## src/rtl/bscan_pkg.sv

```systemverilog
package bscan_pkg;

    localparam int POS_W  = 10;   // start position fields
    localparam int ROW_W  = 9;    // bitmap rows, up to 384
    localparam int COLS_W = 9;    // bitmap columns, up to 384
    localparam int WPL_W  = 5;    // words per line, up to 24
    localparam int WOFF_W = 10;   // plane word offset, 768 words
    localparam int BIT_W  = 4;    // bit within a 16-dot word
    localparam int VSZ_W  = 2;    // vertical repeat field

    typedef enum logic [2:0] {
        RES_128X96  = 3'd0,
        RES_192X64  = 3'd1,
        RES_256X48  = 3'd2,
        RES_384X32  = 3'd3,
        RES_32X384  = 3'd4,
        RES_48X256  = 3'd5,
        RES_64X192  = 3'd6,
        RES_96X128  = 3'd7
    } res_e;

    typedef struct packed {
        logic [COLS_W-1:0] width;
        logic [ROW_W-1:0]  height;
        logic [WPL_W-1:0]  wpl;
    } geom_t;

    typedef struct packed {
        logic              active;
        logic [COLS_W-1:0] col;
    } hpos_t;

    typedef struct packed {
        logic             active;
        logic [ROW_W-1:0] row;
    } vpos_t;

    function automatic geom_t geom_of(input res_e r);
        geom_t g;
        case (r)
            RES_128X96: begin g.width = 9'd128; g.height = 9'd96;  end
            RES_192X64: begin g.width = 9'd192; g.height = 9'd64;  end
            RES_256X48: begin g.width = 9'd256; g.height = 9'd48;  end
            RES_384X32: begin g.width = 9'd384; g.height = 9'd32;  end
            RES_32X384: begin g.width = 9'd32;  g.height = 9'd384; end
            RES_48X256: begin g.width = 9'd48;  g.height = 9'd256; end
            RES_64X192: begin g.width = 9'd64;  g.height = 9'd192; end
            default:    begin g.width = 9'd96;  g.height = 9'd128; end
        endcase
        g.wpl = g.width[COLS_W-1:4];
        return g;
    endfunction

endpackage

```

## src/rtl/bscan_sync_edge.sv

```systemverilog
module bscan_sync_edge (
    input  logic clk,
    input  logic sync_in,
    input  logic pol,
    output logic edge_o
);
    logic prev_q;

    always_ff @(posedge clk) begin
        prev_q <= sync_in;
    end

    // active edge: entering the level selected by the polarity bit
    always_comb begin
        edge_o = (sync_in == pol) && (prev_q != pol);
    end
endmodule

```

## src/rtl/bscan_hcount.sv

```systemverilog
module bscan_hcount
    import bscan_pkg::*;
#(
    parameter int HCNT_W = 11
) (
    input  logic              clk,
    input  logic              rst,
    input  logic              h_edge,
    input  logic [POS_W-1:0]  hstart,
    input  logic [COLS_W-1:0] width,
    output hpos_t             hpos
);
    logic [HCNT_W-1:0] hcnt;
    logic [HCNT_W-1:0] start_ext;
    logic [HCNT_W-1:0] col_full;
    logic              past_start;

    always_ff @(posedge clk) begin
        if (rst) begin
            hcnt <= '0;
        end else if (h_edge) begin
            hcnt <= '0;
        end else if (hcnt != {HCNT_W{1'b1}}) begin
            hcnt <= hcnt + HCNT_W'(1);
        end
    end

    always_comb begin
        start_ext   = HCNT_W'(hstart);
        past_start  = (hcnt >= start_ext);
        col_full    = hcnt - start_ext;
        hpos.active = past_start && (col_full < HCNT_W'(width));
        hpos.col    = col_full[COLS_W-1:0];
    end
endmodule

```

## src/rtl/bscan_vcount.sv

```systemverilog
module bscan_vcount
    import bscan_pkg::*;
#(
    parameter int LCNT_W = 10
) (
    input  logic             clk,
    input  logic             rst,
    input  logic             h_edge,
    input  logic             v_edge,
    input  logic [POS_W-1:0] vstart,
    input  logic [VSZ_W-1:0] vsize,
    input  logic [ROW_W-1:0] height,
    output vpos_t            vpos
);
    logic [LCNT_W-1:0] lcnt;
    logic [LCNT_W-1:0] lcnt_next;
    logic [ROW_W-1:0]  row_q;
    logic [VSZ_W-1:0]  rep_q;
    logic              act_q;
    logic              done_q;
    logic              start_hit;
    logic              last_rep;
    logic              last_row;

    always_comb begin
        lcnt_next = (lcnt == {LCNT_W{1'b1}}) ? lcnt : lcnt + LCNT_W'(1);
        start_hit = !act_q && !done_q && (lcnt_next == LCNT_W'(vstart));
        last_rep  = (rep_q >= vsize);
        last_row  = (row_q == height - ROW_W'(1));
    end

    // done_q holds the page closed until the first vertical sync after reset
    always_ff @(posedge clk) begin
        if (rst) begin
            lcnt   <= '0;
            row_q  <= '0;
            rep_q  <= '0;
            act_q  <= 1'b0;
            done_q <= 1'b1;
        end else if (v_edge) begin
            lcnt   <= '0;
            row_q  <= '0;
            rep_q  <= '0;
            act_q  <= (vstart == '0);
            done_q <= 1'b0;
        end else if (h_edge) begin
            lcnt <= lcnt_next;
            if (act_q) begin
                if (last_rep) begin
                    rep_q <= '0;
                    if (last_row) begin
                        act_q  <= 1'b0;
                        done_q <= 1'b1;
                    end else begin
                        row_q <= row_q + ROW_W'(1);
                    end
                end else begin
                    rep_q <= rep_q + VSZ_W'(1);
                end
            end else if (start_hit) begin
                act_q <= 1'b1;
                row_q <= '0;
                rep_q <= '0;
            end
        end
    end

    always_comb begin
        vpos.active = act_q;
        vpos.row    = row_q;
    end
endmodule

```

## src/rtl/bscan_addr_map.sv

```systemverilog
module bscan_addr_map
    import bscan_pkg::*;
(
    input  hpos_t              hpos,
    input  vpos_t              vpos,
    input  geom_t              geom,
    input  logic               disp_en,
    output logic               in_window,
    output logic [WOFF_W-1:0]  word_off,
    output logic [BIT_W-1:0]   bit_sel
);
    logic [WOFF_W-1:0] row_w;
    logic [WOFF_W-1:0] wpl_w;
    logic [WOFF_W-1:0] colw_w;
    logic              win;

    always_comb begin
        win    = disp_en && hpos.active && vpos.active;
        row_w  = WOFF_W'(vpos.row);
        wpl_w  = WOFF_W'(geom.wpl);
        colw_w = WOFF_W'(hpos.col[COLS_W-1:4]);
        in_window = win;
        if (win) begin
            word_off = row_w * wpl_w + colw_w;
            bit_sel  = ~hpos.col[BIT_W-1:0];
        end else begin
            word_off = '0;
            bit_sel  = '0;
        end
    end
endmodule

```

## src/rtl/bitmap_scan_addr.sv

```systemverilog
module bitmap_scan_addr
    import bscan_pkg::*;
#(
    parameter int HCNT_W = 11,
    parameter int LCNT_W = 10
) (
    input  logic              clk,
    input  logic              rst,
    input  logic              hsync_in,
    input  logic              vsync_in,
    input  logic              hsync_pol,
    input  logic              vsync_pol,
    input  logic [2:0]        res_sel,
    input  logic [POS_W-1:0]  vstart,
    input  logic [POS_W-1:0]  hstart,
    input  logic [VSZ_W-1:0]  vsize,
    input  logic              disp_en,
    output logic              in_window,
    output logic [WOFF_W-1:0] word_off,
    output logic [BIT_W-1:0]  bit_sel
);
    localparam int NSYNC = 2;   // index 0 horizontal, 1 vertical

    logic [NSYNC-1:0] sync_v;
    logic [NSYNC-1:0] pol_v;
    logic [NSYNC-1:0] edge_v;
    logic             h_edge;
    logic             v_edge;
    geom_t            geom;
    hpos_t            hpos;
    vpos_t            vpos;

    assign sync_v = {vsync_in, hsync_in};
    assign pol_v  = {vsync_pol, hsync_pol};

    for (genvar i = 0; i < NSYNC; i++) begin : g_sync
        bscan_sync_edge u_edge (
            .clk     (clk),
            .sync_in (sync_v[i]),
            .pol     (pol_v[i]),
            .edge_o  (edge_v[i])
        );
    end

    assign h_edge = edge_v[0];
    assign v_edge = edge_v[1];

    always_comb begin
        geom = geom_of(res_e'(res_sel));
    end

    bscan_hcount #(.HCNT_W(HCNT_W)) u_hcount (
        .clk    (clk),
        .rst    (rst),
        .h_edge (h_edge),
        .hstart (hstart),
        .width  (geom.width),
        .hpos   (hpos)
    );

    bscan_vcount #(.LCNT_W(LCNT_W)) u_vcount (
        .clk    (clk),
        .rst    (rst),
        .h_edge (h_edge),
        .v_edge (v_edge),
        .vstart (vstart),
        .vsize  (vsize),
        .height (geom.height),
        .vpos   (vpos)
    );

    bscan_addr_map u_map (
        .hpos      (hpos),
        .vpos      (vpos),
        .geom      (geom),
        .disp_en   (disp_en),
        .in_window (in_window),
        .word_off  (word_off),
        .bit_sel   (bit_sel)
    );
endmodule

```

## config.mk

```make
export PLATFORM = sky130hd
export DESIGN_NAME = bitmap_scan_addr
export DESIGN_NICKNAME = d
export VERILOG_FILES = /design/src/rtl/bscan_pkg.sv /design/src/rtl/bscan_sync_edge.sv /design/src/rtl/bscan_hcount.sv /design/src/rtl/bscan_vcount.sv /design/src/rtl/bscan_addr_map.sv /design/src/rtl/bitmap_scan_addr.sv
export SDC_FILE = /design/constraint.sdc
export NUM_CORES = 1
export LEC_CHECK = 0
export BUFFER_PORTS_ARGS = -buffer_cell sky130_fd_sc_hd__buf_2
export CORE_AREA = 2 2 125 127
export DETAILED_ROUTE_END_ITERATION = 8
export DIE_AREA = 0 0 127 129
export SYNTH_ARGS = -nofsm -noshare
export SYNTH_HDL_FRONTEND = slang
export SYNTH_SLANG_ARGS = --single-unit
```

## constraint.sdc

```tcl
create_clock -name clk -period 8.25 [get_ports clk]
set_clock_uncertainty 0.2 [all_clocks]
set_input_delay 0 -clock clk [delete_from_list [all_inputs] [get_ports clk]]
set_output_delay 0 -clock clk [all_outputs]
set_load 0.01 [all_outputs]
```

==> metrics.md <==
| Metric | Value |
|---|---|
| Post-synthesis cell count | `569` |
| Wire per inst | `13.1 um` |
| Starting density of the core | `29.4%` |
| HP Class | `in -> reg` |
| # fillers | `1,628` |
| Detailed Place HPWL | `8120 um` |
| Async SR Flop Fraction | `0%` |
| Post-synthesis register bit count | `36` |
| First-pass GRT wire length | `17,700 um` |
| Area contributors post-synth | `dfxtp_1 16%, ha_1 10%, fa_1 10%, nor2_1 5.3%, inv_1 4.7%` |
| Unique cell type count in the Yosys netlist | `68` |
| CP arrival | `5.43 ns` |
| Width of the die | `127 um` |
| Status | `completed` |
| IO Port Bufs | `46` |
| Pins Over Slew Limit | `0` |
| Root buf cell | `clkbuf_16` |
| Initial antenna violation count | `0` |
| Top_reg_cell synth | `dfxtp_1` |
| Slew @ Worst Pin | `0.963 ns` |
| RSZ-0062 raised after global routing | `false` |
| Synth top cells by count | `62 x nor2_1, 55 x inv_1, 37 x ha_1, 36 x dfxtp_1, 30 x nand2_1` |
| GP Congestion | `0.853` |
| Post-synth EDFFs | `0` |
| Avg Inst Size Synth | `7.75 um^2` |
| Mapped cell area | `4410 um^2` |
| CTS tree | `done` |
| Clk slew on worst S/H paths | `0.06 ns` |
| Iter 0 DRT Violations | `144` |
| Post-CTS Repair Setup Buffers | `0` |
| Peak VDD IR | `0.000115 V` |
| Fin nets | `688` |
| Post-Route WL | `10,300 um` |
| Static Leak | `2.16 nW` |
| Worst-Skew Late Latency | `0.28 ns` |
| Yosys warning count | `0` |
| Post-synth top area cell | `dfxtp_1` |
| Vias in the first global route | `3,764` |
| Layout area overhead | `12.0%` |
| Final hold viol count | `0` |
| Cts bufs inserted | `5` |
| Critical path's slowest cell | `fa_1` |
| Fmax | `0.178 GHz` |
| Most common cell in the netlist | `nor2_1` |
| Pin count of the biggest net entering global routing | `22` |
| Core Area | `15,000 um^2` |
| Sequential area share after synthesis | `16.3%` |
| Critical path endpoint category | `output pin` |
| CP most frequent cell | `fa_1` |
| Max-cap violations | `0` |
| Drt drc | `0` |
| Via count | `4,003` |
| ANT cells | `0` |
| Share of the synthesized area in the top cell type | `16.3%` |
| First-pass iteration count of the detailed router | `4` |
| Io pins | `47` |
| Setup-failing EPs final | `0` |
| Crit Path Max Fanout | `4` |
| Total global-route track usage | `12.9%` |
| H-tree Lvls | `2` |
| Pwr dens | `99.4 nW/um^2` |
| Layout cells sized above 1 | `11.4%` |
| Power Total | `0.491 mW` |
| ANT nets after route | `0` |
| Placed Cells | `774` |
| Clock sinks | `36` |
| Tcrit/Tclk final | `68.3%` |
| Setup TNS | `0 ns` |
| Number of placement rows | `45` |
| Vias/cell | `5.09` |
| Mapped Nets | `660` |
| Cell Chain, Critical Path | `inv_1 -> ha_1 -> fa_1 -> nor2b_1 -> o2111ai_1 -> a31oi_1 -> xor2_1 -> fa_1 -> inv_1 -> fa_1 -> fa_1 -> inv_1 -> ha_1 -> a21oi_1 -> nor2b_1 -> o21a_1 -> o41ai_1 -> xnor3_1 -> nor2_1 -> buf_2` |
| GRT Residual Overflow | `0` |
| Crit start category | `register` |
| Critical path class | `reg -> out` |
| Max_slew headroom | `35.6%` |
| Die Y-Extent | `129 um` |
| Die area | `16,400 um^2` |
| Final min period | `5.63 ns` |
| Slowest cell delay on critical path | `0.55 ns` |
| Hold WS | `0.0470 ns` |
| Worst endpoint required time | `8.05 ns` |
| Final non-filler cell total | `786` |
| Clock Path Buffers | `2` |
## state kept, by name, summed over array words and instances (netlist names)
| signal | cells |
|---|---|
| u_vcount.rep_q | 2 |
| u_vcount.act_q | 1 |
| u_vcount.row_q | 9 |
| u_vcount.lcnt | 10 |
| g_sync.u_edge.prev_q | 2 |
| u_hcount.hcnt | 11 |
| u_vcount.done_q | 1 |
## cell type report
type	instances	area (um^2)	area share (%)
clock inverters	3	42.5	0.861
flip-flops and latches	36	721	14.6
well taps	188	235	4.76
multi-input cells	448	3330	67.5
clock buffers	5	125	2.53
inverters	56	210	4.26
repair buffers	50	270	5.47
## critical path, delay by kind of cell, from the launching register on
kind | cells | cell delay [ns]
simple gates | 3 | 0.33
compound gates | 5 | 0.99
fa+ha+maj | 6 | 2.35
xor+xnor | 2 | 0.75
flops | 1 | 0.41
buf+inv | 4 | 0.33
## placed cells by master, fill, tap and decap left out, drive strengths merged, types with 5 or more instances in the layout
master / instances
nor2: 62
inv: 56
buf: 46
ha: 37
dfxtp: 36
nand2: 31
nand3: 26
xnor2: 23
fa: 22
a21oi: 20
nor3: 16
and2: 16
nor2b: 15
o21ai: 15
and3: 14
xor2: 13
nand2b: 12
nand4: 12
a31oi: 9
a21o: 8
or4: 7
mux2i: 7
nor4: 6
or3: 5
clkbuf: 5
a211o: 5
## cell families after synthesis
group	synth area share, %
AND/OR/NAND/NOR	29.7
AO/OA/AOI/OAI	15.6
buffers and inverters	8.06
adder cells (fa/ha/maj)	20.5
XOR/XNOR	7.66
flip-flops	16.3
multiplexers	2.10
## metal layers
| metal | wire length [um] | share of wire, % | track usage [%] | up-vias |
|---|---|---|---|---|
| li1 | - | - | - | 2052 |
| met1 | 5090 | 49 | 17.7 | 1880 |
| met2 | 4850 | 47 | 21.7 | 61 |
| met3 | 250 | 2.4 | 1.37 | 10 |
| met4 | 127 | 1.2 | 3.75 | 0 |
| met5 | 0 | 0 | 0 | - |
## report_power, final
group	internal, mW	switching (mW)
sequential	0.177	0.00534
combinational	0.0372	0.0509
clock	0.142	0.0780
## metrics by stage
step	utilization [%]	instance area [um^2]	worst slack [ns]
final	33.0	4940	2.62
after detailed placement	31.6	4730	2.85
after global routing	33.0	4940	2.24
after global placement	31.6	4730	3.00
after CTS	33.0	4940	2.58
after floorplan	-	4410	3.30
## worst paths after layout
| check | to | slack [ns] | depth (start not counted) | startpoint |
|---|---|---|---|---|
| min reg2reg | u_vcount.rep_q[0] | 0.29 | 2 | u_vcount.rep_q[0] |
| min | u_vcount.lcnt[8] | 0.05 | 4 | hsync_pol |
| max | word_off[9] | 2.62 | 20 | u_hcount.hcnt[0] |
| max reg2reg | u_vcount.act_q | 4.85 | 9 | u_vcount.lcnt[0] |
## timing repair
item / 4_1_cts / 5_1_grt
resized for setup: 0 / 0
hold endpoints to repair: 4 / 0
hold buffers: 4 / 0
Power figures use the tool's default switching activity.
